$ cat src/rtl/tablewalk_pkg.sv
package tablewalk_pkg;
   localparam int ENT_W   = 32;
   localparam int REF_BIT = 5;
   localparam int MOD_BIT = 6;
   localparam int PPN_LSB = 8;
   localparam int LVL_W   = 2;
   localparam int MAX_LVL = 3;

   typedef enum logic [1:0] {
      EK_INVALID = 2'd0,
      EK_TABLE   = 2'd1,
      EK_LEAF    = 2'd2,
      EK_RSVD    = 2'd3
   } ent_kind_e;

   typedef enum logic [1:0] {
      PS_NONE = 2'd0,
      PS_4K   = 2'd1,
      PS_256K = 2'd2,
      PS_16M  = 2'd3
   } pg_size_e;

   localparam logic [2:0] FT_INVALID = 3'd1;
   localparam logic [2:0] FT_XLATE   = 3'd4;

   typedef enum logic [1:0] {
      DC_DESCEND = 2'd0,
      DC_LEAF    = 2'd1,
      DC_FAULT   = 2'd2
   } dec_kind_e;

   typedef enum logic [1:0] {
      ST_IDLE  = 2'd0,
      ST_FETCH = 2'd1,
      ST_WAIT  = 2'd2,
      ST_WBACK = 2'd3
   } walk_st_e;
endpackage

$ cat src/rtl/tw_addr_gen.sv
module tw_addr_gen
   import tablewalk_pkg::*;
#(
   parameter int VA_W    = 32,
   parameter int PA_W    = 36,
   parameter int CTX_W   = 8,
   parameter int L1_BITS = 8,
   parameter int L2_BITS = 6,
   parameter int L3_BITS = 6
) (
   input  logic [LVL_W-1:0] level_i,
   input  logic [PA_W-1:0]  base_i,
   input  logic [CTX_W-1:0] ctx_i,
   input  logic [VA_W-1:0]  va_i,
   output logic [PA_W-1:0]  addr_o
);
   function automatic int lvl_bits(int l);
      case (l)
         1:       return L1_BITS;
         2:       return L2_BITS;
         default: return L3_BITS;
      endcase
   endfunction

   function automatic int lvl_lsb(int l);
      int s;
      s = VA_W;
      for (int k = 1; k <= l; k++) s = s - lvl_bits(k);
      return s;
   endfunction

   logic [PA_W-1:0] idx_off [0:MAX_LVL];

   // level 0 indexes the context table by context number
   assign idx_off[0] = PA_W'({ctx_i, 2'b00});

   for (genvar g = 1; g <= MAX_LVL; g++) begin : g_idx
      localparam int W = lvl_bits(g);
      localparam int L = lvl_lsb(g);
      assign idx_off[g] = PA_W'({va_i[L+W-1:L], 2'b00});
   end

   assign addr_o = base_i + idx_off[level_i];
endmodule

$ cat src/rtl/tw_entry_decode.sv
module tw_entry_decode
   import tablewalk_pkg::*;
#(
   parameter int FAULT_W = 10
) (
   input  logic [ENT_W-1:0]   entry_i,
   input  logic [LVL_W-1:0]   level_i,
   input  logic               bus_err_i,
   output dec_kind_e          kind_o,
   output logic [FAULT_W-1:0] fault_o
);
   ent_kind_e  ek;
   logic [2:0] ftype;

   assign ek = ent_kind_e'(entry_i[1:0]);

   always_comb begin
      kind_o = DC_FAULT;
      ftype  = FT_XLATE;
      if (!bus_err_i) begin
         unique case (ek)
            EK_INVALID: ftype = FT_INVALID;
            EK_RSVD:    ftype = FT_XLATE;
            EK_TABLE: begin
               if (level_i != LVL_W'(MAX_LVL)) kind_o = DC_DESCEND;
            end
            EK_LEAF: begin
               if (level_i != '0) kind_o = DC_LEAF;
            end
         endcase
      end
   end

   assign fault_o = (kind_o == DC_FAULT)
                  ? ((FAULT_W'(level_i) << 8) | (FAULT_W'(ftype) << 2))
                  : '0;
endmodule

$ cat src/rtl/tw_leaf_calc.sv
module tw_leaf_calc
   import tablewalk_pkg::*;
#(
   parameter int VA_W    = 32,
   parameter int PA_W    = 36,
   parameter int L1_BITS = 8,
   parameter int L2_BITS = 6,
   parameter int L3_BITS = 6
) (
   input  logic [ENT_W-1:0] entry_i,
   input  logic [LVL_W-1:0] level_i,
   input  logic [VA_W-1:0]  va_i,
   input  logic             wr_i,
   output logic [PA_W-1:0]  pa_o,
   output pg_size_e         size_o,
   output logic             need_wb_o,
   output logic [ENT_W-1:0] upd_o
);
   localparam int OFF_BITS = VA_W - L1_BITS - L2_BITS - L3_BITS;
   localparam int FR_W     = PA_W - OFF_BITS;
   localparam int SPAN_W   = L2_BITS + L3_BITS;

   logic [SPAN_W-1:0] span;
   logic [SPAN_W-1:0] off_pages;
   logic [FR_W-1:0]   frame;

   assign span = va_i[VA_W-L1_BITS-1:OFF_BITS];

   always_comb begin
      unique case (level_i)
         2'd1: begin
            off_pages = span;
            size_o    = PS_16M;
         end
         2'd2: begin
            off_pages = SPAN_W'(span[L3_BITS-1:0]);
            size_o    = PS_256K;
         end
         2'd3: begin
            off_pages = '0;
            size_o    = PS_4K;
         end
         default: begin
            off_pages = '0;
            size_o    = PS_NONE;
         end
      endcase
   end

   assign frame = FR_W'(entry_i[ENT_W-1:PPN_LSB]) + FR_W'(off_pages);
   assign pa_o  = {frame, va_i[OFF_BITS-1:0]};

   assign need_wb_o = !entry_i[REF_BIT] || (wr_i && !entry_i[MOD_BIT]);

   always_comb begin
      upd_o          = entry_i;
      upd_o[REF_BIT] = 1'b1;
      if (wr_i) upd_o[MOD_BIT] = 1'b1;
   end
endmodule

$ cat src/rtl/tablewalk_unit.sv
module tablewalk_unit
   import tablewalk_pkg::*;
#(
   parameter int VA_W    = 32,
   parameter int PA_W    = 36,
   parameter int CTP_W   = 32,
   parameter int CTX_W   = 8,
   parameter int L1_BITS = 8,
   parameter int L2_BITS = 6,
   parameter int L3_BITS = 6,
   parameter int FAULT_W = 10
) (
   input  logic               clk,
   input  logic               rst_n,
   input  logic               start_i,
   input  logic [VA_W-1:0]    va_i,
   input  logic               wr_i,
   input  logic [CTP_W-1:0]   ctp_i,
   input  logic [CTX_W-1:0]   ctx_i,
   output logic               mem_req_valid_o,
   input  logic               mem_req_ready_i,
   output logic [PA_W-1:0]    mem_req_addr_o,
   output logic               mem_req_we_o,
   output logic [31:0]        mem_req_wdata_o,
   input  logic               mem_rsp_valid_i,
   input  logic [31:0]        mem_rsp_data_i,
   input  logic               mem_rsp_err_i,
   output logic               busy_o,
   output logic               done_o,
   output logic [PA_W-1:0]    pa_o,
   output logic [31:0]        leaf_o,
   output logic [1:0]         page_size_o,
   output logic [FAULT_W-1:0] fault_o
);
   localparam int OFF_BITS = VA_W - L1_BITS - L2_BITS - L3_BITS;

   // elaboration-time parameter checks
   if (OFF_BITS < 1) begin : g_bad_split
      $error("level index widths exceed the virtual address width");
   end
   if (PA_W - OFF_BITS != ENT_W - PPN_LSB) begin : g_bad_pa
      $error("physical width does not match the entry frame field");
   end
   if (CTP_W + 4 > PA_W) begin : g_bad_ctp
      $error("context table pointer too wide for the physical address");
   end
   if (CTX_W + 2 > PA_W) begin : g_bad_ctx
      $error("context number too wide");
   end
   if (FAULT_W < 10) begin : g_bad_fault
      $error("fault code needs at least 10 bits");
   end

   walk_st_e          st_q;
   logic [LVL_W-1:0]  lvl_q;
   logic [PA_W-1:0]   base_q;
   logic [VA_W-1:0]   va_q;
   logic              wr_q;
   logic [CTX_W-1:0]  ctx_q;
   logic              done_q;
   logic [PA_W-1:0]   pa_q;
   logic [ENT_W-1:0]  leaf_q;
   pg_size_e          ps_q;
   logic [FAULT_W-1:0] fault_q;

   logic [PA_W-1:0]   fetch_addr;
   dec_kind_e         dec_kind;
   logic [FAULT_W-1:0] dec_fault;
   logic [PA_W-1:0]   lc_pa;
   pg_size_e          lc_size;
   logic              lc_need_wb;
   logic [ENT_W-1:0]  lc_upd;

   tw_addr_gen #(
      .VA_W(VA_W), .PA_W(PA_W), .CTX_W(CTX_W),
      .L1_BITS(L1_BITS), .L2_BITS(L2_BITS), .L3_BITS(L3_BITS)
   ) u_addr (
      .level_i (lvl_q),
      .base_i  (base_q),
      .ctx_i   (ctx_q),
      .va_i    (va_q),
      .addr_o  (fetch_addr)
   );

   tw_entry_decode #(.FAULT_W(FAULT_W)) u_dec (
      .entry_i   (mem_rsp_data_i),
      .level_i   (lvl_q),
      .bus_err_i (mem_rsp_err_i),
      .kind_o    (dec_kind),
      .fault_o   (dec_fault)
   );

   tw_leaf_calc #(
      .VA_W(VA_W), .PA_W(PA_W),
      .L1_BITS(L1_BITS), .L2_BITS(L2_BITS), .L3_BITS(L3_BITS)
   ) u_leaf (
      .entry_i   (mem_rsp_data_i),
      .level_i   (lvl_q),
      .va_i      (va_q),
      .wr_i      (wr_q),
      .pa_o      (lc_pa),
      .size_o    (lc_size),
      .need_wb_o (lc_need_wb),
      .upd_o     (lc_upd)
   );

   logic rsp_take;
   logic req_take;
   assign rsp_take = (st_q == ST_WAIT) && mem_rsp_valid_i;
   assign req_take = mem_req_valid_o && mem_req_ready_i;

   always_ff @(posedge clk or negedge rst_n) begin
      if (!rst_n) begin
         st_q    <= ST_IDLE;
         lvl_q   <= '0;
         base_q  <= '0;
         va_q    <= '0;
         wr_q    <= 1'b0;
         ctx_q   <= '0;
         done_q  <= 1'b0;
         pa_q    <= '0;
         leaf_q  <= '0;
         ps_q    <= PS_NONE;
         fault_q <= '0;
      end else begin
         done_q <= 1'b0;
         unique case (st_q)
            ST_IDLE: begin
               if (start_i) begin
                  st_q   <= ST_FETCH;
                  lvl_q  <= '0;
                  base_q <= PA_W'(ctp_i) << 4;
                  va_q   <= va_i;
                  wr_q   <= wr_i;
                  ctx_q  <= ctx_i;
               end
            end
            ST_FETCH: begin
               if (req_take) st_q <= ST_WAIT;
            end
            ST_WAIT: begin
               if (rsp_take) begin
                  unique case (dec_kind)
                     DC_DESCEND: begin
                        base_q <= PA_W'({mem_rsp_data_i[ENT_W-1:2], 2'b00}) << 4;
                        lvl_q  <= lvl_q + 1'b1;
                        st_q   <= ST_FETCH;
                     end
                     DC_LEAF: begin
                        pa_q    <= lc_pa;
                        leaf_q  <= lc_upd;
                        ps_q    <= lc_size;
                        fault_q <= '0;
                        if (lc_need_wb) begin
                           st_q <= ST_WBACK;
                        end else begin
                           st_q   <= ST_IDLE;
                           done_q <= 1'b1;
                        end
                     end
                     default: begin
                        pa_q    <= '0;
                        leaf_q  <= '0;
                        ps_q    <= PS_NONE;
                        fault_q <= dec_fault;
                        st_q    <= ST_IDLE;
                        done_q  <= 1'b1;
                     end
                  endcase
               end
            end
            ST_WBACK: begin
               if (req_take) begin
                  st_q   <= ST_IDLE;
                  done_q <= 1'b1;
               end
            end
         endcase
      end
   end

   assign mem_req_valid_o = (st_q == ST_FETCH) || (st_q == ST_WBACK);
   assign mem_req_we_o    = (st_q == ST_WBACK);
   assign mem_req_addr_o  = fetch_addr;
   assign mem_req_wdata_o = leaf_q;
   assign busy_o          = (st_q != ST_IDLE);
   assign done_o          = done_q;
   assign pa_o            = pa_q;
   assign leaf_o          = leaf_q;
   assign page_size_o     = ps_q;
   assign fault_o         = fault_q;
endmodule

$ cat config.mk
export PLATFORM = sky130hd
export DESIGN_NAME = tablewalk_unit
export DESIGN_NICKNAME = d
export VERILOG_FILES = /design/src/rtl/tablewalk_pkg.sv /design/src/rtl/tw_addr_gen.sv /design/src/rtl/tw_entry_decode.sv /design/src/rtl/tw_leaf_calc.sv /design/src/rtl/tablewalk_unit.sv
export SDC_FILE = /design/constraint.sdc
export NUM_CORES = 1
export LEC_CHECK = 0
export ABC_AREA = 1
export CORE_ASPECT_RATIO = 1.25
export CORE_MARGIN = 2
export CORE_UTILIZATION = 50
export CTS_BUF_LIST = sky130_fd_sc_hd__clkbuf_4
export CTS_CLUSTER_SIZE = 24
export DETAILED_ROUTE_END_ITERATION = 7
export DONT_BUFFER_PORTS = 1
export HOLD_SLACK_MARGIN = 0.12
export PLACE_DENSITY = 0.75
export SLEW_MARGIN = 20
export SYNTH_ARGS = -nofsm -noshare
export SYNTH_HDL_FRONTEND = slang
export SYNTH_SLANG_ARGS = --single-unit
export TNS_END_PERCENT = 5
$ cat constraint.sdc
create_clock -name clk -period 7.7 [get_ports clk]
set_input_delay 0.77 -clock clk [delete_from_list [all_inputs] [get_ports clk]]
set_output_delay 0.77 -clock clk [all_outputs]
set_load 0.03 [all_outputs]
Word-level counts from Yosys, hierarchy flattened
Index checks and enable logic that the tools add are counted.
W data, S select, Z words.
- word-level logic and storage cells: 88
- flip-flop bits (word level): 162
- output and inout bits: 152
- input port bits: 111
- bitwise logic cells: 3
- muxes and demuxes: 37
- magnitude comparators: 1
- add/subtract/negate cells: 3
- equal/unequal tests: 16
- reduce and logical (&&, ||, !) cells: 17
- operators by type and width (kind ; count):
    $mux W36 ; 5
    $pmux W36 S2 ; 2
    $bmux W36 S2 ; 1
    $pmux W32 S2 ; 1
    $add A36 B36 Y36 ; 1
    $add A24 B12 Y24 ; 1
    $pmux W12 S2 ; 1
    $mux W2 ; 11
    $pmux W10 S2 ; 1
    $pmux W2 S2 ; 4
    $eq A2 B2 Y1 const B ; 6
    $mux W10 ; 1
    $or A10 B5 Y10 ; 1
    $eq A2 B1 Y1 const B ; 4
    $ne A2 B2 Y1 const B ; 4
    $pmux W2 S4 ; 1
    $reduce_and A4 Y1 ; 2
    $logic_not A2 Y1 ; 3
    $mux W3 ; 2
    $pmux W2 S3 ; 1
    $reduce_bool A2 Y1 ; 3
    $mux W1 ; 4
    $ne A2 B1 Y1 const B ; 2
    $pmux W1 S2 ; 2
    9 further kinds ; 13

Logic depth before layout (Yosys ltp)
- depth in word-level cells: 8
- depth in mapped cells: 17
- depth with buffers taken out: 15

Modules after synthesis
Synthesis repeated with hierarchy kept, for this count alone.
- cells, all modules: 1549
- area total of the unflattened synthesis: 10700.3 um2
- modules (own cells, without submodules) (module ; sequential area each (um2) ; cells each ; area an instance (um2) ; times used):
    tablewalk_unit ; 3953.8 ; 852 ; 7138.1 ; 1
    tw_leaf_calc ; 0.0 ; 336 ; 1785.5 ; 1
    tw_addr_gen ; 0.0 ; 329 ; 1595.3 ; 1
    tw_entry_decode ; 0.0 ; 32 ; 181.4 ; 1

Worst setup path before layout
Ideal clock, no wire load.
- path type: flip-flop to output port
- start point: register lvl_q[0]
- end point: output port mem_req_addr_o[18]
- path buffers: 1
- slack: 4.052 ns
- data required time: 6.930 ns
- data arrival time: 2.878 ns
- cell stages (with the launch flop): 13
- cells stage by stage: dfrtp_1 -> inv_1 -> buf_1 -> nor2_1 -> o22ai_1 -> ha_1 -> inv_1 -> fa_1 -> o21ai_1 -> nand2_1 -> nand2_1 -> nand2_1 -> xor2_1
- cells in the longest elaborated chain, start to end: 5
- RTL lines (element ; RTL line ; text):
    from (decl) ; tablewalk_unit.sv:55 ; logic [LVL_W-1:0] lvl_q;
    from (signal assigned) ; tablewalk_unit.sv:146 ; lvl_q <= lvl_q + 1'b1;
    $not A2 Y3 (implied by the code) ; tw_addr_gen.sv:43 ; assign addr_o = base_i + idx_off[level_i];
    $bmux W36 S2 ; tw_addr_gen.sv:43 ;
    $mux W36 (implied by the code) (2 in a row) ; tw_addr_gen.sv:43 ;
    $add A36 B36 Y36 ; tw_addr_gen.sv:43 ;
    to (decl) ; tablewalk_unit.sv:22 ; output logic [PA_W-1:0] mem_req_addr_o,
No other way between the ends. The select of a mux whose other input is x is not followed.

Final worst setup path
- start point: register lvl_q[0]
- end point: output port mem_req_addr_o[14]
The elaborated chain is that of the path after synthesis.

==> results.md <==
- TNS Setup: 0 ps
- Ys async rst share: 1.00
- Post-synthesis instance area: 8750 sq um
- Largest area contributor in the netlist: dfrtp_1
- Grt total ovfl: 0
- List of most frequent post-synthesis cells: nand2_1, dfrtp_1, inv_1
- Core area: roughly 17000 sq um
- Slew headroom: 0.355
- Via count: just over 7000
- Post-DP HPWL: approximately 18 mm
- Routed length per instance: between 15 and 20 microns
- First-pass GRT wire length: around 37 mm
- VDD IR max: about 0.23 mV
- Arr. time, crit path: approximately 4100 ps
- Primary FF master, synth: dfrtp_1
- WP data required: 6930 ps
- Routability cong.: 0.904
- Slowest Stage Delay on Critical Path: 570 ps
- Crit-path slowest cell: dfrtp_1
- Worst-Margin Slew: 967 ps
- Die area: about 19000 sq um
- Status: finished clean
- Initial Utilization: 0.506
- Worst Setup End Kind: output pin
- Row cnt: 54
- Netlist cell types: 36
- Startpoint Class: register
- Worst setup margin: ~2800 ps
- Global Route met1 Usage: 0.308
- Share of the synthesized area in the top cell type: 0.435
- GR peak layer: met2
- DRT iter0 DRCs: about 410
- Pin count of the biggest net entering global routing: ~150
- Initial antenna violation count: 1
- Resized Gates After CTS: 0
- Hold buffers post-CTS: 1
- CTS Buf Count: 17
- H-Tree Depth: 4
- Hold Crit Class: input pin to asynchronous set/reset pin
- Nets: 1223
- Post-synthesis register bit count: between 150 and 200
- CTS tree: yes
- Total GRT Usage: 0.251
- Final Hold Vio Count: 0
- Total wire length: about 23 mm
- Top-level I/O count: around 260
- Most common cell on crit path: inv_1
- Post-Place Worst Slack: about 3500 ps
- Area growth syn-to-layout: 1.42%
- Post-CTS Setup Bufs: 0
- Post-synth EDFFs: 0
- Synth top area cells: dfrtp_1, nand2_1, o21ai_0
- Final antenna-violating net count: 0
- Chip height: approximately 150 microns
- Min cycle time layout: 4870 ps
- Mapped Cells: ~1100
- P_leak: around 0.0044 uW
- RSZ-0062 raised after global routing: false
- Most frequent cell after synthesis: nand2_1
- Pre-antenna DRT Iters: 7
- # port buffers: 0
- Clk sinks: 152
- Power Dens Cells: about 360 nW/um^2
- CP startpoint: lvl_q[0]
- Vias in the first global route: 7073
- Die width: ~120 microns
- Maxcap violations: 0
- Critical R2R Launch: lvl_q[0]
- Final Max Slew Viols: 0
- Fmax: a little over 200 MHz
- Synth warn: 0
- Vias/cell: between 5 and 6
- Crit path kind: register to output pin
- Setup Viol. Count Final: 0
- CTS root buf: clkbuf_4
- FILL cells: between 1500 and 2000
- # DRC: 0
- Met2 GRT Util: 0.403
- Fin crit share: 0.632
- Sequential share of the synthesized area: 0.435
- Grt met3 use: 0.0867
- Clock buffer depth: 2
- CP Max Fanout: 18
- Layout cell share with drive strength beyond 1: 0.0610
- Reg clk slew, reported paths: roughly 130 ps
- Final worst clock skew: 16.2 ps
- Clk Latency, worst-skew pair: ~530 ps
- CP Cell Sequence: inv_1 -> o21ai_0 -> o22ai_1 -> ha_1 -> inv_1 -> fa_1 -> o21ai_1 -> nand2_1 -> a21oi_1 -> xor2_1
- Syn Area/Cell: 7.71 sq um
## report_power, final
group	switching, uW	internal (uW)	leakage [uW]	total (uW)
clock	287	160	0.000137	446
sequential	243	1020	0.00194	1260
combinational	1110	394	0.00236	1510
total	1640	1570	0.00443	3210
## flip-flops by register name, summed over array words and instances (netlist names)
register     flops
pa_o            36
base_q          32
leaf_o          32
va_q            32
ctx_q            8
fault_o          4
lvl_q            2
page_size_o      2
st_q             2
done_o           1
wr_q             1
## worst max-delay path: cells and delay by family, from the launching register on
kind,cells,cell delay (ps)
AOI/OAI and AO/OA,4,1220
DFF,1,570
adders and majority gates,2,610
xor gates and xnor gates,1,550
and+or+nand+nor,1,110
buffers and inverters,2,480
## cell usage in the layout, fill, tap and decap left out, types with 13 or more instances in the layout
cell / instances
o21ai_0: 105
nor2_1: 115
clkbuf_4: 18
o211ai_1: 21
mux2_2: 23
dfrtp_1: 152
nand3_1: 55
a21oi_1: 43
nor3_1: 14
nand2_1: 275
nand4_1: 13
xor2_1: 27
ha_1: 25
inv_1: 139
## final timing paths
kind / endpoint / slack, ps / cells after the start
min: fault_o[4] / 230 / 1
max reg2reg: pa_o[26] / 4160 / 14
min in group clk: va_q[16] / 370 / 2
min reg2reg: va_q[0] / 520 / 2
max in group asynchronous: leaf_o[31] / 6950 / 1
max: mem_req_addr_o[14] / 2830 / 10
## metal layers
metal  share of wire  up-vias
met3           0.091       49
met2            0.47      273
li1                -     3492
met5               0        -
met4           0.036        0
met1            0.41     3344
## cell type report
type / count / area, sq um / area share
multi-input cells: 768 / 3960 / 0.446
flip-flops and latches: 152 / 3800 / 0.429
clock inverters: 14 / 109 / 0.0123
inverters: 141 / 529 / 0.0596
diodes: 1 / 2.50 / 0.000282
well taps: 224 / 280 / 0.0316
repair buffers: 5 / 57.6 / 0.00648
clock buffers: 18 / 135 / 0.0152
## cell families (layout without fill, tap and decap cells)
kind of cell	Yosys count	in the layout	synth area share
DFF	152	152	0.435
xor gates and xnor gates	31	31	0.0310
other	1	9	0.000428
adders and majority gates	27	27	0.0403
buffers and inverters	222	178	0.117
muxes	23	23	0.0296
and+or+nand+nor	488	488	0.227
AOI/OAI and AO/OA	191	191	0.120
## metrics by stage
step                      power, uW  area (sq um)   util  instances  hold WS (ps)
after floorplan                2470          8780      -       1142           470
after global placement         2710          8600  0.497       1289           478
after detailed placement       2750          8600  0.497       1289           478
after CTS                      3210          8870  0.513       1322           218
after global routing           3420          8880  0.513       1323           218
final                          3210          8880  0.513       1323           231
No activity file was read; power rests on OpenSTA's default activity.
